==> src/rtl/imb_pkg.sv <==
`timescale 1ns/1ps
package imb_pkg;

    typedef enum logic [3:0] {
        ST_IDLE,
        ST_MEM_WR,
        ST_MEM_RD,
        ST_MEM_CAP,
        ST_PRPH_WR,
        ST_PRPH_RD,
        ST_PRPH_CAP,
        ST_SHR_WR,
        ST_SHR_RD,
        ST_SHR_CAP,
        ST_DONE
    } imb_state_e;

    // host register indices
    localparam logic [3:0] IX_MRPTR  = 4'd0;
    localparam logic [3:0] IX_MWPTR  = 4'd1;
    localparam logic [3:0] IX_MWDAT  = 4'd2;
    localparam logic [3:0] IX_MRDAT  = 4'd3;
    localparam logic [3:0] IX_PWADDR = 4'd4;
    localparam logic [3:0] IX_PRADDR = 4'd5;
    localparam logic [3:0] IX_PWDAT  = 4'd6;
    localparam logic [3:0] IX_PRDAT  = 4'd7;
    localparam logic [3:0] IX_SCTRL  = 4'd8;
    localparam logic [3:0] IX_SDAT   = 4'd9;

    // field positions that the internal ports decode
    localparam int OFF_W      = 16;
    localparam int CNT_LSB    = 24;
    localparam int OP_LSB     = 28;

    localparam logic [1:0] OP_SHR_RD = 2'd2;
    localparam logic [1:0] OP_SHR_WR = 2'd3;

    typedef struct packed {
        logic acc;
        logic mem_wr;
        logic mem_rd;
        logic mem_cap;
        logic prph_wr;
        logic prph_rd;
        logic prph_cap;
        logic shr_wr;
        logic shr_rd;
        logic shr_cap;
        logic ready;
    } imb_strobe_t;

endpackage

==> src/rtl/imb_ctrl_fsm.sv <==
`timescale 1ns/1ps
module imb_ctrl_fsm
    import imb_pkg::*;
(
    input  logic        clk,
    input  logic        rst_n,
    input  logic        host_req,
    input  logic        host_write,
    input  logic [3:0]  host_idx,
    input  logic [1:0]  shr_op,
    output imb_strobe_t stb
);

    imb_state_e state_q, state_d;

    always_ff @(posedge clk or negedge rst_n) begin
        if (!rst_n) state_q <= ST_IDLE;
        else        state_q <= state_d;
    end

    always_comb begin
        state_d = state_q;
        unique case (state_q)
            ST_IDLE: begin
                if (host_req) begin
                    if (host_write) begin
                        if (host_idx == IX_MWDAT)       state_d = ST_MEM_WR;
                        else if (host_idx == IX_PWDAT)  state_d = ST_PRPH_WR;
                        else if (host_idx == IX_SCTRL && shr_op == OP_SHR_WR) state_d = ST_SHR_WR;
                        else if (host_idx == IX_SCTRL && shr_op == OP_SHR_RD) state_d = ST_SHR_RD;
                        else                            state_d = ST_DONE;
                    end else begin
                        if (host_idx == IX_MRDAT)       state_d = ST_MEM_RD;
                        else if (host_idx == IX_PRDAT)  state_d = ST_PRPH_RD;
                        else                            state_d = ST_DONE;
                    end
                end
            end
            ST_MEM_WR:   state_d = ST_DONE;
            ST_MEM_RD:   state_d = ST_MEM_CAP;
            ST_MEM_CAP:  state_d = ST_DONE;
            ST_PRPH_WR:  state_d = ST_DONE;
            ST_PRPH_RD:  state_d = ST_PRPH_CAP;
            ST_PRPH_CAP: state_d = ST_DONE;
            ST_SHR_WR:   state_d = ST_DONE;
            ST_SHR_RD:   state_d = ST_SHR_CAP;
            ST_SHR_CAP:  state_d = ST_DONE;
            ST_DONE:     state_d = ST_IDLE;
            default:     state_d = ST_IDLE;
        endcase
    end

    always_comb begin
        stb = '0;
        unique case (state_q)
            ST_IDLE:     stb.acc      = host_req;
            ST_MEM_WR:   stb.mem_wr   = 1'b1;
            ST_MEM_RD:   stb.mem_rd   = 1'b1;
            ST_MEM_CAP:  stb.mem_cap  = 1'b1;
            ST_PRPH_WR:  stb.prph_wr  = 1'b1;
            ST_PRPH_RD:  stb.prph_rd  = 1'b1;
            ST_PRPH_CAP: stb.prph_cap = 1'b1;
            ST_SHR_WR:   stb.shr_wr   = 1'b1;
            ST_SHR_RD:   stb.shr_rd   = 1'b1;
            ST_SHR_CAP:  stb.shr_cap  = 1'b1;
            ST_DONE:     stb.ready    = 1'b1;
            default:     stb = '0;
        endcase
    end

endmodule

==> src/rtl/imb_lane_mask.sv <==
`timescale 1ns/1ps
module imb_lane_mask #(
    parameter  int DATA_W = 32,
    localparam int NB     = DATA_W / 8,
    localparam int CNT_W  = $clog2(NB)
) (
    input  logic [CNT_W-1:0]  count,
    input  logic [DATA_W-1:0] data_in,
    output logic [NB-1:0]     lane_en,
    output logic [DATA_W-1:0] data_out
);

    // count n enables lanes 0..n; lanes above are forced to zero
    for (genvar g = 0; g < NB; g++) begin : g_lane
        assign lane_en[g]         = (int'(count) >= g);
        assign data_out[8*g +: 8] = lane_en[g] ? data_in[8*g +: 8] : 8'h00;
    end

endmodule

==> src/rtl/imb_reg_bank.sv <==
`timescale 1ns/1ps
module imb_reg_bank
    import imb_pkg::*;
#(
    parameter  int DATA_W = 32,
    parameter  int PTR_W  = 32,
    localparam int NB     = DATA_W / 8,
    localparam int CNT_W  = $clog2(NB)
) (
    input  logic              clk,
    input  logic              rst_n,
    input  imb_strobe_t       stb,
    input  logic              host_write,
    input  logic [3:0]        host_idx,
    input  logic [DATA_W-1:0] host_wdata,
    input  logic [DATA_W-1:0] sram_rdata,
    input  logic [DATA_W-1:0] prph_rd_masked,
    input  logic [DATA_W-1:0] shr_rdata,
    output logic [DATA_W-1:0] host_rdata,
    output logic [PTR_W-1:0]  mem_rptr,
    output logic [PTR_W-1:0]  mem_wptr,
    output logic [DATA_W-1:0] mem_wdat,
    output logic [OFF_W-1:0]  prph_woff,
    output logic [CNT_W-1:0]  prph_wcnt,
    output logic [OFF_W-1:0]  prph_roff,
    output logic [CNT_W-1:0]  prph_rcnt,
    output logic [DATA_W-1:0] prph_wdat,
    output logic [OFF_W-1:0]  shr_off,
    output logic [DATA_W-1:0] shr_dat
);

    localparam logic [PTR_W-1:0] STEP = PTR_W'(NB);

    logic [DATA_W-1:0] pwaddr_q, praddr_q, sctrl_q;

    always_ff @(posedge clk or negedge rst_n) begin
        if (!rst_n) begin
            host_rdata <= '0;
            mem_rptr   <= '0;
            mem_wptr   <= '0;
            mem_wdat   <= '0;
            pwaddr_q   <= '0;
            praddr_q   <= '0;
            prph_wdat  <= '0;
            sctrl_q    <= '0;
            shr_dat    <= '0;
        end else begin
            if (stb.acc) begin
                if (host_write) begin
                    case (host_idx)
                        IX_MRPTR:  mem_rptr  <= PTR_W'(host_wdata);
                        IX_MWPTR:  mem_wptr  <= PTR_W'(host_wdata);
                        IX_MWDAT:  mem_wdat  <= host_wdata;
                        IX_PWADDR: pwaddr_q  <= host_wdata;
                        IX_PRADDR: praddr_q  <= host_wdata;
                        IX_PWDAT:  prph_wdat <= host_wdata;
                        IX_SCTRL:  sctrl_q   <= host_wdata;
                        IX_SDAT:   shr_dat   <= host_wdata;
                        default: ;
                    endcase
                end else begin
                    case (host_idx)
                        IX_MRPTR:  host_rdata <= DATA_W'(mem_rptr);
                        IX_MWPTR:  host_rdata <= DATA_W'(mem_wptr);
                        IX_PWADDR: host_rdata <= pwaddr_q;
                        IX_PRADDR: host_rdata <= praddr_q;
                        IX_SCTRL:  host_rdata <= sctrl_q;
                        IX_SDAT:   host_rdata <= shr_dat;
                        default:   host_rdata <= '0;
                    endcase
                end
            end
            if (stb.mem_wr) mem_wptr <= mem_wptr + STEP;
            if (stb.mem_cap) begin
                host_rdata <= sram_rdata;
                mem_rptr   <= mem_rptr + STEP;
            end
            if (stb.prph_cap) host_rdata <= prph_rd_masked;
            if (stb.shr_cap)  shr_dat    <= shr_rdata;
        end
    end

    assign prph_woff = pwaddr_q[OFF_W-1:0];
    assign prph_wcnt = pwaddr_q[CNT_LSB +: CNT_W];
    assign prph_roff = praddr_q[OFF_W-1:0];
    assign prph_rcnt = praddr_q[CNT_LSB +: CNT_W];
    assign shr_off   = sctrl_q[OFF_W-1:0];

endmodule

==> src/rtl/ind_mem_bridge.sv <==
`timescale 1ns/1ps
module ind_mem_bridge
    import imb_pkg::*;
#(
    parameter  int SRAM_AW = 8,
    parameter  int DATA_W  = 32,
    parameter  int PTR_W   = 32,
    localparam int NB      = DATA_W / 8,
    localparam int CNT_W   = $clog2(NB),
    localparam int BYTE_SH = $clog2(NB)
) (
    input  logic               clk,
    input  logic               rst_n,
    input  logic               host_req,
    input  logic               host_write,
    input  logic [3:0]         host_idx,
    input  logic [DATA_W-1:0]  host_wdata,
    output logic [DATA_W-1:0]  host_rdata,
    output logic               host_ready,
    output logic               sram_en,
    output logic               sram_we,
    output logic [SRAM_AW-1:0] sram_addr,
    output logic [DATA_W-1:0]  sram_wdata,
    input  logic [DATA_W-1:0]  sram_rdata,
    output logic               prph_en,
    output logic               prph_we,
    output logic [OFF_W-1:0]   prph_addr,
    output logic [NB-1:0]      prph_be,
    output logic [DATA_W-1:0]  prph_wdata,
    input  logic [DATA_W-1:0]  prph_rdata,
    output logic               shr_en,
    output logic               shr_we,
    output logic [OFF_W-1:0]   shr_addr,
    output logic [DATA_W-1:0]  shr_wdata,
    input  logic [DATA_W-1:0]  shr_rdata
);

    imb_strobe_t       stb;
    logic [PTR_W-1:0]  mem_rptr, mem_wptr;
    logic [DATA_W-1:0] mem_wdat, prph_wdat, prph_rd_masked;
    logic [OFF_W-1:0]  prph_woff, prph_roff, shr_off;
    logic [CNT_W-1:0]  prph_wcnt, prph_rcnt;
    logic [NB-1:0]     be_wr, be_rd;

    imb_ctrl_fsm u_fsm (
        .clk        (clk),
        .rst_n      (rst_n),
        .host_req   (host_req),
        .host_write (host_write),
        .host_idx   (host_idx),
        .shr_op     (host_wdata[OP_LSB +: 2]),
        .stb        (stb)
    );

    imb_reg_bank #(.DATA_W(DATA_W), .PTR_W(PTR_W)) u_regs (
        .clk            (clk),
        .rst_n          (rst_n),
        .stb            (stb),
        .host_write     (host_write),
        .host_idx       (host_idx),
        .host_wdata     (host_wdata),
        .sram_rdata     (sram_rdata),
        .prph_rd_masked (prph_rd_masked),
        .shr_rdata      (shr_rdata),
        .host_rdata     (host_rdata),
        .mem_rptr       (mem_rptr),
        .mem_wptr       (mem_wptr),
        .mem_wdat       (mem_wdat),
        .prph_woff      (prph_woff),
        .prph_wcnt      (prph_wcnt),
        .prph_roff      (prph_roff),
        .prph_rcnt      (prph_rcnt),
        .prph_wdat      (prph_wdat),
        .shr_off        (shr_off),
        .shr_dat        (shr_wdata)
    );

    imb_lane_mask #(.DATA_W(DATA_W)) u_wr_mask (
        .count    (prph_wcnt),
        .data_in  (prph_wdat),
        .lane_en  (be_wr),
        .data_out (prph_wdata)
    );

    imb_lane_mask #(.DATA_W(DATA_W)) u_rd_mask (
        .count    (prph_rcnt),
        .data_in  (prph_rdata),
        .lane_en  (be_rd),
        .data_out (prph_rd_masked)
    );

    assign host_ready = stb.ready;

    assign sram_en    = stb.mem_wr | stb.mem_rd;
    assign sram_we    = stb.mem_wr;
    assign sram_addr  = stb.mem_wr ? mem_wptr[BYTE_SH +: SRAM_AW] : mem_rptr[BYTE_SH +: SRAM_AW];
    assign sram_wdata = mem_wdat;

    assign prph_en    = stb.prph_wr | stb.prph_rd;
    assign prph_we    = stb.prph_wr;
    assign prph_addr  = stb.prph_wr ? prph_woff : prph_roff;
    assign prph_be    = stb.prph_wr ? be_wr : be_rd;

    assign shr_en     = stb.shr_wr | stb.shr_rd;
    assign shr_we     = stb.shr_wr;
    assign shr_addr   = shr_off;

endmodule

==> config.mk <==
export PLATFORM = sky130hd
export DESIGN_NAME = ind_mem_bridge
export DESIGN_NICKNAME = d
export VERILOG_FILES = /design/src/rtl/imb_pkg.sv /design/src/rtl/imb_ctrl_fsm.sv /design/src/rtl/imb_lane_mask.sv /design/src/rtl/imb_reg_bank.sv /design/src/rtl/ind_mem_bridge.sv
export SDC_FILE = /design/constraint.sdc
export NUM_CORES = 1
export LEC_CHECK = 0
export ABC_AREA = 1
export BUFFER_PORTS_ARGS = -buffer_cell sky130_fd_sc_hd__buf_2
export CORE_ASPECT_RATIO = 0.75
export CORE_MARGIN = 2
export CORE_UTILIZATION = 43
export DETAILED_ROUTE_END_ITERATION = 8
export PLACE_DENSITY = 0.65
export SETUP_SLACK_MARGIN = 0.3
export SYNTH_ARGS = -nofsm -noshare
export SYNTH_HDL_FRONTEND = slang
export SYNTH_SLANG_ARGS = --single-unit
==> constraint.sdc <==
create_clock -name clk -period 3.9 [get_ports clk]
set_input_delay 0.585 -clock clk [delete_from_list [all_inputs] [get_ports clk]]
set_output_delay 0.585 -clock clk [all_outputs]
set_load 0.02 [all_outputs]
# Yosys cells after proc, flatten, opt, wreduce, memory -nomap -nowiden
# Cells that the tools add are included.
word_totals:
  regBits: 292
  input_bits: 136
  output_inout_bits: 179
  word_cells: 114
op_classes:
  add_sub_neg: 2
  n_lt_le_gt_ge: 6
  n_eq_ne: 23
  mux: 46
  n_bitwise: 3
  reduce_logical: 24
ops:
  columns: ["cell", "n"]
  rows:
  - ["$mux W32", 16]
  - ["$pmux W32 S6", 1]
  - ["$add A32 B3 Y32 const B", 2]
  - ["$mux W8", 7]
  - ["$eq A4 B3 Y1 const B", 8]
  - ["$mux W4", 8]
  - ["$reduce_and A3 Y1", 8]
  - ["$eq A4 B4 Y1 const B", 5]
  - ["$pmux W4 S5", 1]
  - ["$reduce_bool A2 Y1", 9]
  - ["$eq A4 B2 Y1 const B", 4]
  - ["$mux W16", 1]
  - ["$mux W1", 11]
  - ["$eq A4 B1 Y1 const B", 2]
  - ["$ge A2 B2 Y1 const B", 4]
  - ["$logic_not A4 Y1", 2]
  - ["$reduce_or A6 Y1", 1]
  - ["$eq A2 B2 Y1 const B", 2]
  - ["$ge A2 B1 Y1 const B", 2]
  - ["$ne A3 B1 Y1 const B", 1]
  - ["$or A1 B1 Y1", 3]
  - ["$reduce_bool A3 Y1", 1]
  - ["$logic_and A1 B1 Y1", 2]
  - ["$mux W2", 1]
  - ["other kinds (2)", 2]

# Logic depth before layout (Yosys ltp)
# Gate-level depths: netlist of the first run.
depth:
  depth_word: 9
  depth_mapped: 11
  depth_no_buf: 10

# Hierarchy
# From an unflattened synthesis of the first run, not the netlist that was laid out.
hier_totals:
  hier_cells: 2464
  area_unflattened_um2: 17035.1
modules_own_cells:
  columns: ["mod", "instances", "cells_each", "area_each_um2", "seq_area_each_um2"]
  rows:
  - ["imb_reg_bank", 1, 2170, 15598.7, 7206.9]
  - ["imb_lane_mask", 2, 64, 316.6, 0.0]
  - ["imb_ctrl_fsm", 1, 72, 419.2, 100.1]
  - ["ind_mem_bridge", 1, 94, 384.1, 0.0]

# Worst setup path before layout of the first run
# OpenSTA, ideal clock, no wires.
synth_timing:
  path_kind: "reg2out"
  startpoint: "register u_fsm.state_q[1]"
  endpoint: "output port prph_addr[13]"
  arrival_time_ns: 1.528
  required_ns: 3.315
  path_slack_ns: 1.787
  stages_incl_launch_ff: 8
  n_path_buf: 2
  path_cell_list: "dfrtp_1 -> buf_2 -> nor2_2 -> inv_1 -> nor2_1 -> inv_1 -> clkbuf_1 -> o21ai_0"
synth_between:
  elab_chain_cells: 3
synth_rtl:
  columns: ["element", "line", "rtl"]
  rows:
  - ["start: declaration", "imb_ctrl_fsm.sv:14", "imb_state_e state_q, state_d;"]
  - ["start signal: assignment", "imb_ctrl_fsm.sv:18", "else state_q <= state_d;"]
  - ["$eq A4 B3 Y1", "imb_ctrl_fsm.sv:55", "unique case (state_q)"]
  - ["$mux W1", "imb_ctrl_fsm.sv:55", null]
  - ["$mux W16", "ind_mem_bridge.sv:101", "assign prph_addr = stb.prph_wr ? prph_woff : prph_roff;"]
  - ["end: declaration", "ind_mem_bridge.sv:27", "output logic [OFF_W-1:0] prph_addr,"]
# Every way passes these cells.

# Worst setup path after layout of the first run
layout_timing:
  startpoint: "register u_fsm.state_q[1]"
  endpoint: "output port prph_be[3]"
layout_between:
  elab_chain_cells: 3
layout_rtl:
  columns: ["element", "line", "rtl"]
  rows:
  - ["$eq A4 B3 Y1", "imb_ctrl_fsm.sv:55", null]
  - ["$mux W1", "imb_ctrl_fsm.sv:55", null]
  - ["$mux W4", "ind_mem_bridge.sv:102", "assign prph_be = stb.prph_wr ? be_wr : be_rd;"]
  - ["end: declaration", "ind_mem_bridge.sv:28", "output logic [NB-1:0] prph_be,"]
# Every way passes these cells.

==> metrics.log, run 1 <==
[metrics] routed vias/inst: 5.31
[metrics] clock tree root buffer cell: sky130_fd_sc_hd__clkbuf_16
[metrics] Yosys warnings: 0
[metrics] Port Buffer Count: 313
[metrics] Overall Global Routing Usage: 0.317
[metrics] average wire length per cell after detail routing: 20.0 microns
[metrics] worst hold slack: 0.0211 ns
[metrics] via count of the first global-routing pass: 15800
[metrics] final period demand of the worst path: 3.35 ns
[metrics] TNS Setup: 0 ns
[metrics] most used routing layer in global routing: met1
[metrics] Total Die Area: 40600 sq um
[metrics] Pins Over Slew Limit: 0
[metrics] series of cell instances along the critical path: nor2_2 > inv_1 > nor2_1 > inv_1 > o21ai_0 > buf_2
[metrics] GR Layer Usage met3: 0.0486
[metrics] final cycle utilization of the critical path: 0.858
[metrics] DIE WIDTH: 232 microns
[metrics] worst flop-to-flop path endpoint: u_regs.mem_rptr[19]$_DFFE_PN0P_
[metrics] CTS resizes: 0
[metrics] Max Freq: 299 MHz
[metrics] cell repeated most along the worst path: sky130_fd_sc_hd__inv_1
[metrics] number of antenna violations at the first check in global routing: 0
[metrics] met2 Resource Use GR: 0.467
[metrics] area of the core region: 38300 sq um
[metrics] half-perimeter wire length after placement: 46800 microns
[metrics] sequential fraction of the synthesis area: 0.436
[metrics] remaining antenna violation count: 0
[metrics] run status: complete, no violations
[metrics] TritonCTS buffer count: 31
[metrics] reg2reg setup slack: 1.12 ns
[metrics] longest individual stage delay on the worst path: 0.70 ns
[metrics] critical path endpoint category: output port
[metrics] worst-path cell with the longest stage delay: sky130_fd_sc_hd__o21ai_0
[metrics] overflow left after global routing: 0
[metrics] DRC violations left: 0
[metrics] share of layout cells above drive strength 1: 0.151
[metrics] Critical Path Source Type: flop
[metrics] clock-pin slew on the worst setup and hold paths: 0.06 ns
[metrics] count of unique library cells instantiated by Yosys: 32
[metrics] synthesized area per cell: 6.70 sq um
[metrics] maximum clock skew at final layout: 0.0193 ns
[metrics] path type of the worst min-delay path: in2async
[metrics] number of post-CTS setup repair buffers: 0
[metrics] arrival time at the worst endpoint: 2.76 ns
[metrics] CP max FO: 20
[metrics] cells on worst reg2reg path: 9
[metrics] Area Overhead vs Synth: 16.9%
[metrics] deepest level of the CTS H-tree: 1
[metrics] maximum number of pins on one net before global-route repair: 85
[metrics] quantity of hold-fixing buffers added after cts: 0
[metrics] Cell Pwr Density: 660 nW/um^2
[metrics] total setup violations reported at the end of the flow: 0
[metrics] GR Util met1: 0.476
[metrics] Worst-Margin Slew: 1.15 ns
[metrics] netlist area before placement: 16800 sq um
[metrics] max-capacitance violation count: 0
[metrics] Syn Nets: 2639
[metrics] Routed WL: 65000 microns
[metrics] TritonCTS clock tree: yes
[metrics] VDD IR max: 0.000293 V
[metrics] I/O Pins: 315
[metrics] gate count of the mapped netlist: 2501
[metrics] via total after detailed routing: 17300
[metrics] First DRT Iteration DRCs: 1882
[metrics] vertical extent of the die: 175 microns
[metrics] clock tree sinks: 292
[metrics] reported leakage power: 10.4 nW
[metrics] Critical R2R Launch: u_fsm.state_q[3]$_DFFE_PN0P_
[metrics] Final nets: 2862
[metrics] number of endpoints with negative hold slack in the final report: 0
[metrics] diodes inserted: 0
[metrics] wire length of the first global-routing pass: 98000 microns
[metrics] Starting Density: 0.437
[metrics] required time of the critical path: 3.31 ns
[metrics] Rows: 62
[metrics] clock buffer depth: 3
[metrics] number of synthesized register bits: 292
[metrics] unrepaired setup endpoints after global routing: false
[metrics] Slew Limit Headroom: 0.236
[metrics] Placer Congestion: 0.971
[metrics] TritonRoute pass-1 iters: 8
[metrics] insertion delay of the later-clocked pin in the worst-skew pair: 0.60 ns
[metrics] worst setup path category: reg2out
power breakdown:
group          leakage [nW]  switching (mW)  internal (mW)  total [mW]
Clock                 0.504            1.29           1.77        3.06
Sequential             3.75           0.936           3.97        4.91
Combinational          6.15            3.43           1.54        4.97
Total                  10.4            5.65           7.27        12.9
cells in the mapped netlist:
library cell                 n  area (sq um)
sky130_fd_sc_hd__nand3b_1   28           210
sky130_fd_sc_hd__o22ai_1     1          6.26
sky130_fd_sc_hd__ha_1        2          25.0
sky130_fd_sc_hd__or2_2       2          12.5
sky130_fd_sc_hd__clkbuf_2    1          5.00
sky130_fd_sc_hd__nand2_1   892          3350
sky130_fd_sc_hd__o211ai_1    9          67.6
sky130_fd_sc_hd__clkinv_1    2          7.51
sky130_fd_sc_hd__nor2_1    326          1220
sky130_fd_sc_hd__xnor2_1     1          8.76
sky130_fd_sc_hd__nor3_1      7          35.0
sky130_fd_sc_hd__nor2_8      1          20.0
sky130_fd_sc_hd__conb_1      1          3.75
sky130_fd_sc_hd__o21ai_1    13          65.1
sky130_fd_sc_hd__xor2_1     11          96.3
sky130_fd_sc_hd__inv_1     213           800
sky130_fd_sc_hd__nor2_2      4          25.0
sky130_fd_sc_hd__dfrtp_1   292          7310
sky130_fd_sc_hd__a21oi_1    47           235
sky130_fd_sc_hd__buf_1       5          18.8
sky130_fd_sc_hd__a22oi_1     1          7.51
sky130_fd_sc_hd__o21bai_1    1          7.51
sky130_fd_sc_hd__o21ai_2     1          8.76
sky130_fd_sc_hd__buf_2      38           190
sky130_fd_sc_hd__nand3_1   211          1060
sky130_fd_sc_hd__nand3_2     7          70.1
sky130_fd_sc_hd__clkbuf_1   80           300
sky130_fd_sc_hd__o21ai_0   271          1360
sky130_fd_sc_hd__nand4_1     2          12.5
sky130_fd_sc_hd__buf_6       1          11.3
sky130_fd_sc_hd__inv_2       4          15.0
sky130_fd_sc_hd__buf_4      26           195
kinds of logic after synthesis:
logic type / synth area share
adder cells (fa/ha/maj): 0.00149
AND/OR/NAND/NOR: 0.359
AO/OA/AOI/OAI: 0.105
XOR/XNOR: 0.00627
flip-flops: 0.436
buffers and inverters: 0.0921
other: 0.000224
worst max-delay path by stage:
stage	slack (ns)	end	start	cells past startpoint
after floorplan	1.79	prph_addr[13]	u_fsm.state_q[1]$_DFFE_PN0P_	7
after global placement	1.06	u_regs.mem_rptr[21]$_DFFE_PN0P_	host_idx[3]	10
after detailed placement	0.97	u_regs.mem_rptr[20]$_DFFE_PN0P_	host_idx[3]	10
after CTS	0.62	prph_be[3]	u_fsm.state_q[1]$_DFFE_PN0P_	6
after global routing	0.37	prph_be[3]	u_fsm.state_q[1]$_DFFE_PN0P_	6
final	0.55	prph_be[3]	u_fsm.state_q[1]$_DFFE_PN0P_	6
critical path, delay by kind of cell (launching register included):
family / cells / cell delay, ns
and+or+nand+nor: 2 / 0.31
AOI/OAI and AO/OA: 1 / 0.70
buffers and inverters: 3 / 0.69
DFF: 1 / 0.47
sequential cells by signal, summed over array words and instances (netlist names):
name,count
u_regs.host_rdata,32
u_regs.mem_rptr,32
u_regs.mem_wdat,32
u_regs.mem_wptr,32
u_regs.praddr_q,32
u_regs.prph_wdat,32
u_regs.pwaddr_q,32
u_regs.sctrl_q,32
u_regs.shr_dat,32
u_fsm.state_q,4
placed cells by master (no fill, tap or decap), types with 8 or more instances in the layout:
master,instances
sky130_fd_sc_hd__o21ai_0,271
sky130_fd_sc_hd__nand2_1,891
sky130_fd_sc_hd__xor2_1,11
sky130_fd_sc_hd__buf_2,312
sky130_fd_sc_hd__nand3b_1,28
sky130_fd_sc_hd__nand3_1,210
sky130_fd_sc_hd__nand3_2,8
sky130_fd_sc_hd__a21oi_1,47
sky130_fd_sc_hd__o21ai_1,13
sky130_fd_sc_hd__nor2_1,322
sky130_fd_sc_hd__inv_1,213
sky130_fd_sc_hd__o211ai_1,9
sky130_fd_sc_hd__dfrtp_1,292
sky130_fd_sc_hd__buf_4,24
sky130_fd_sc_hd__clkbuf_16,31
metrics by stage:
stage | util | cell area [sq um] | std cells | power (mW) | worst slack, ns
after detailed placement | 0.484 | 18600 | 3203 | 9.85 | 0.968
after CTS | 0.511 | 19600 | 3258 | 12.9 | 0.621
final | 0.511 | 19600 | 3258 | 12.9 | 0.552
after floorplan | - | 16800 | 2501 | 7.95 | 1.79
after global placement | 0.484 | 18600 | 3203 | 9.76 | 1.06
after global routing | 0.511 | 19600 | 3258 | 13.8 | 0.374
per-layer routing:
metal | wire [microns] | vias up
li1 | - | 8280
met1 | 29400 | 8082
met2 | 27700 | 827
met3 | 5540 | 110
met4 | 2390 | 0
met5 | 0 | -
final cells by class:
type | count | area (sq um)
Timing Repair Buffer | 341 | 1840
Fill cell | 3905 | 18700
Multi-Input combinational cell | 1839 | 7940
Sequential cell | 292 | 7310
Inverter | 219 | 822
Tap cell | 512 | 641
Clock inverter | 11 | 140
Clock buffer | 44 | 885
No activity file was read; power rests on OpenSTA's default activity.
==> run 2: changes to the inputs <==
--- a/config.mk
+++ b/config.mk
@@ -10,8 +10,9 @@
 export CORE_ASPECT_RATIO = 0.75
 export CORE_MARGIN = 2
 export CORE_UTILIZATION = 43
+export CTS_BUF_LIST = sky130_fd_sc_hd__clkbuf_16
 export DETAILED_ROUTE_END_ITERATION = 8
-export PLACE_DENSITY = 0.65
+export PLACE_DENSITY_LB_ADDON = 0.05
 export SETUP_SLACK_MARGIN = 0.3
 export SYNTH_ARGS = -nofsm -noshare
 export SYNTH_HDL_FRONTEND = slang
==> metrics.log, run 2 (synthesis gave the netlist of run 1 again) <==
[metrics] quantity of hold-fixing buffers added after cts: 0
[metrics] Port Buffer Count: 313
[metrics] First DRT Iteration DRCs: 1720
[metrics] Pins Over Slew Limit: 0
[metrics] maximum number of pins on one net before global-route repair: 101
[metrics] clock tree sinks: 292
[metrics] run status: complete, no violations
[metrics] via total after detailed routing: 17400
[metrics] wire length of the first global-routing pass: 99200 microns
[metrics] Worst-Margin Slew: 1.18 ns
[metrics] I/O Pins: 315
[metrics] worst setup path category: reg2out
[metrics] area of the core region: 38300 sq um
[metrics] Rows: 62
[metrics] number of fillers in the final layout: 4076
[metrics] post-route design area: 19600 sq um
[metrics] TritonCTS clock tree: yes
[metrics] reg2reg setup slack: 1.12 ns
[metrics] # placed instances: 3208
[metrics] clock-pin slew on the worst setup and hold paths: 0.06 ns
[metrics] arrival time at the worst endpoint: 2.76 ns
[metrics] critical path endpoint category: output port
[metrics] most common library cell in the layout ignoring fill and taps: sky130_fd_sc_hd__nand2_1
[metrics] insertion delay of the later-clocked pin in the worst-skew pair: 0.55 ns
[metrics] reported leakage power: 10.5 nW
[metrics] VDD IR max: 0.000296 V
[metrics] overflow left after global routing: 0
[metrics] worst flop-to-flop path endpoint: u_regs.mem_rptr[23]$_DFFE_PN0P_
[metrics] max-capacitance violation count: 0
[metrics] Final nets: 2870
[metrics] final core utilization: 0.512
[metrics] number of post-CTS setup repair buffers: 0
[metrics] Starting Density: 0.437
[metrics] number of antenna violations at the first check in global routing: 0
[metrics] Max Freq: 299 MHz
[metrics] Routed WL: 66200 microns
[metrics] final cycle utilization of the critical path: 0.858
[metrics] post-placement worst setup slack: 0.961 ns
[metrics] path type of the worst min-delay path: in2async
[metrics] TritonCTS buffer count: 34
[metrics] total setup violations reported at the end of the flow: 0
[metrics] share of layout cells above drive strength 1: 0.151
[metrics] TNS Setup: 0 ns
[metrics] average wire length per cell after detail routing: 20.2 microns
[metrics] routed vias/inst: 5.33
[metrics] Total Die Area: 40600 sq um
[metrics] Overall Global Routing Usage: 0.324
[metrics] overall power: 13.1 mW
[metrics] required time of the critical path: 3.31 ns
[metrics] minimum setup slack in the final design: 0.554 ns
[metrics] Critical R2R Launch: u_fsm.state_q[3]$_DFFE_PN0P_
[metrics] Placer Congestion: 0.942
[metrics] worst hold slack: 0.0531 ns
[metrics] TritonRoute pass-1 iters: 6
[metrics] CP max FO: 21
[metrics] unrepaired setup endpoints after global routing: false
[metrics] maximum clock skew at final layout: 0.0274 ns
[metrics] final std cells w/o fill: 3268
[metrics] clock tree root buffer cell: sky130_fd_sc_hd__clkbuf_16
[metrics] Cell Pwr Density: 665 nW/um^2
[metrics] clock buffer depth: 3
[metrics] Critical Path Source Type: flop
[metrics] half-perimeter wire length after placement: 47500 microns
[metrics] deepest level of the CTS H-tree: 2
[metrics] Slew Limit Headroom: 0.215
[metrics] vertical extent of the die: 175 microns
[metrics] remaining antenna violation count: 0
[metrics] via count of the first global-routing pass: 15900
[metrics] DRC violations left: 0
[metrics] cell area after placement: 18600 sq um
[metrics] DIE WIDTH: 232 microns
[metrics] diodes inserted: 0
[metrics] number of endpoints with negative hold slack in the final report: 0
[metrics] final period demand of the worst path: 3.35 ns
[metrics] Area Overhead vs Synth: 17.2%
[metrics] cells on worst reg2reg path: 9
[metrics] leading cell types in the layout, fill and taps excluded: 891 x sky130_fd_sc_hd__nand2_1, 322 x sky130_fd_sc_hd__nor2_1, 312 x sky130_fd_sc_hd__buf_2
run 2: cell count changes in the layout (fill, tap and decap cells not counted), sizes merged:
| cell | delta |
|---|---|
| clkinv | +9 |
| clkinvlp | +2 |
| buf | +5 |
| bufinv | -1 |
| inv | +4 |
| clkbuf | -9 |
run 2: final cells by class:
| cell class | count | area [sq um] | area share |
|---|---|---|---|
| inverters | 219 | 822 | 0.0419 |
| clock buffers | 35 | 876 | 0.0446 |
| multi-input cells | 1839 | 7940 | 0.404 |
| clock inverters | 25 | 188 | 0.00956 |
| repair buffers | 346 | 1860 | 0.0948 |
| flip-flops and latches | 292 | 7310 | 0.372 |
| well taps | 512 | 641 | 0.0326 |
run 2: critical path, cell delays in order (launching register included):
cell,delay [ns]
sky130_fd_sc_hd__dfrtp_1,0.41
sky130_fd_sc_hd__inv_1,0.16
sky130_fd_sc_hd__nand2_1,0.09
sky130_fd_sc_hd__nor2_1,0.12
sky130_fd_sc_hd__buf_4,0.26
sky130_fd_sc_hd__inv_1,0.36
sky130_fd_sc_hd__o21ai_1,0.54
sky130_fd_sc_hd__buf_2,0.26
run 2: metal layers:
layer / vias to the layer above / wire (microns) / track usage
met3: 118 / 5160 / 0.0455
met1: 8252 / 29300 / 0.464
met5: - / 0 / 0
met2: 760 / 29200 / 0.499
met4: 0 / 2480 / 0.117
li1: 8283 / - / -
run 2: how the worst max path moves through the flow:
stage	cells past startpoint	to	start
floorplan	7	prph_addr[13]	u_fsm.state_q[1]$_DFFE_PN0P_
finish	7	prph_be[3]	u_fsm.state_q[3]$_DFFE_PN0P_
CTS	7	prph_be[3]	u_fsm.state_q[3]$_DFFE_PN0P_
detailed placement	8	u_regs.shr_dat[25]$_DFFE_PN0P_	host_idx[0]
global placement	3	prph_be[3]	u_regs.pwaddr_q[25]$_DFFE_PN0P_
global route	6	sram_addr[0]	u_fsm.state_q[2]$_DFFE_PN0P_
run 2: timing repair:
action                                 in CTS  in global routing
endpoints found under the hold margin       0                  0
resized for setup                           0                  1
setup endpoints to repair                   0                  1
run 2: report_power, final:
group | internal, mW | switching (mW) | total, mW
clock | 1.77 | 1.38 | 3.14
combinational | 1.55 | 3.43 | 4.97
sequential | 3.97 | 0.983 | 4.95
total | 7.28 | 5.79 | 13.1
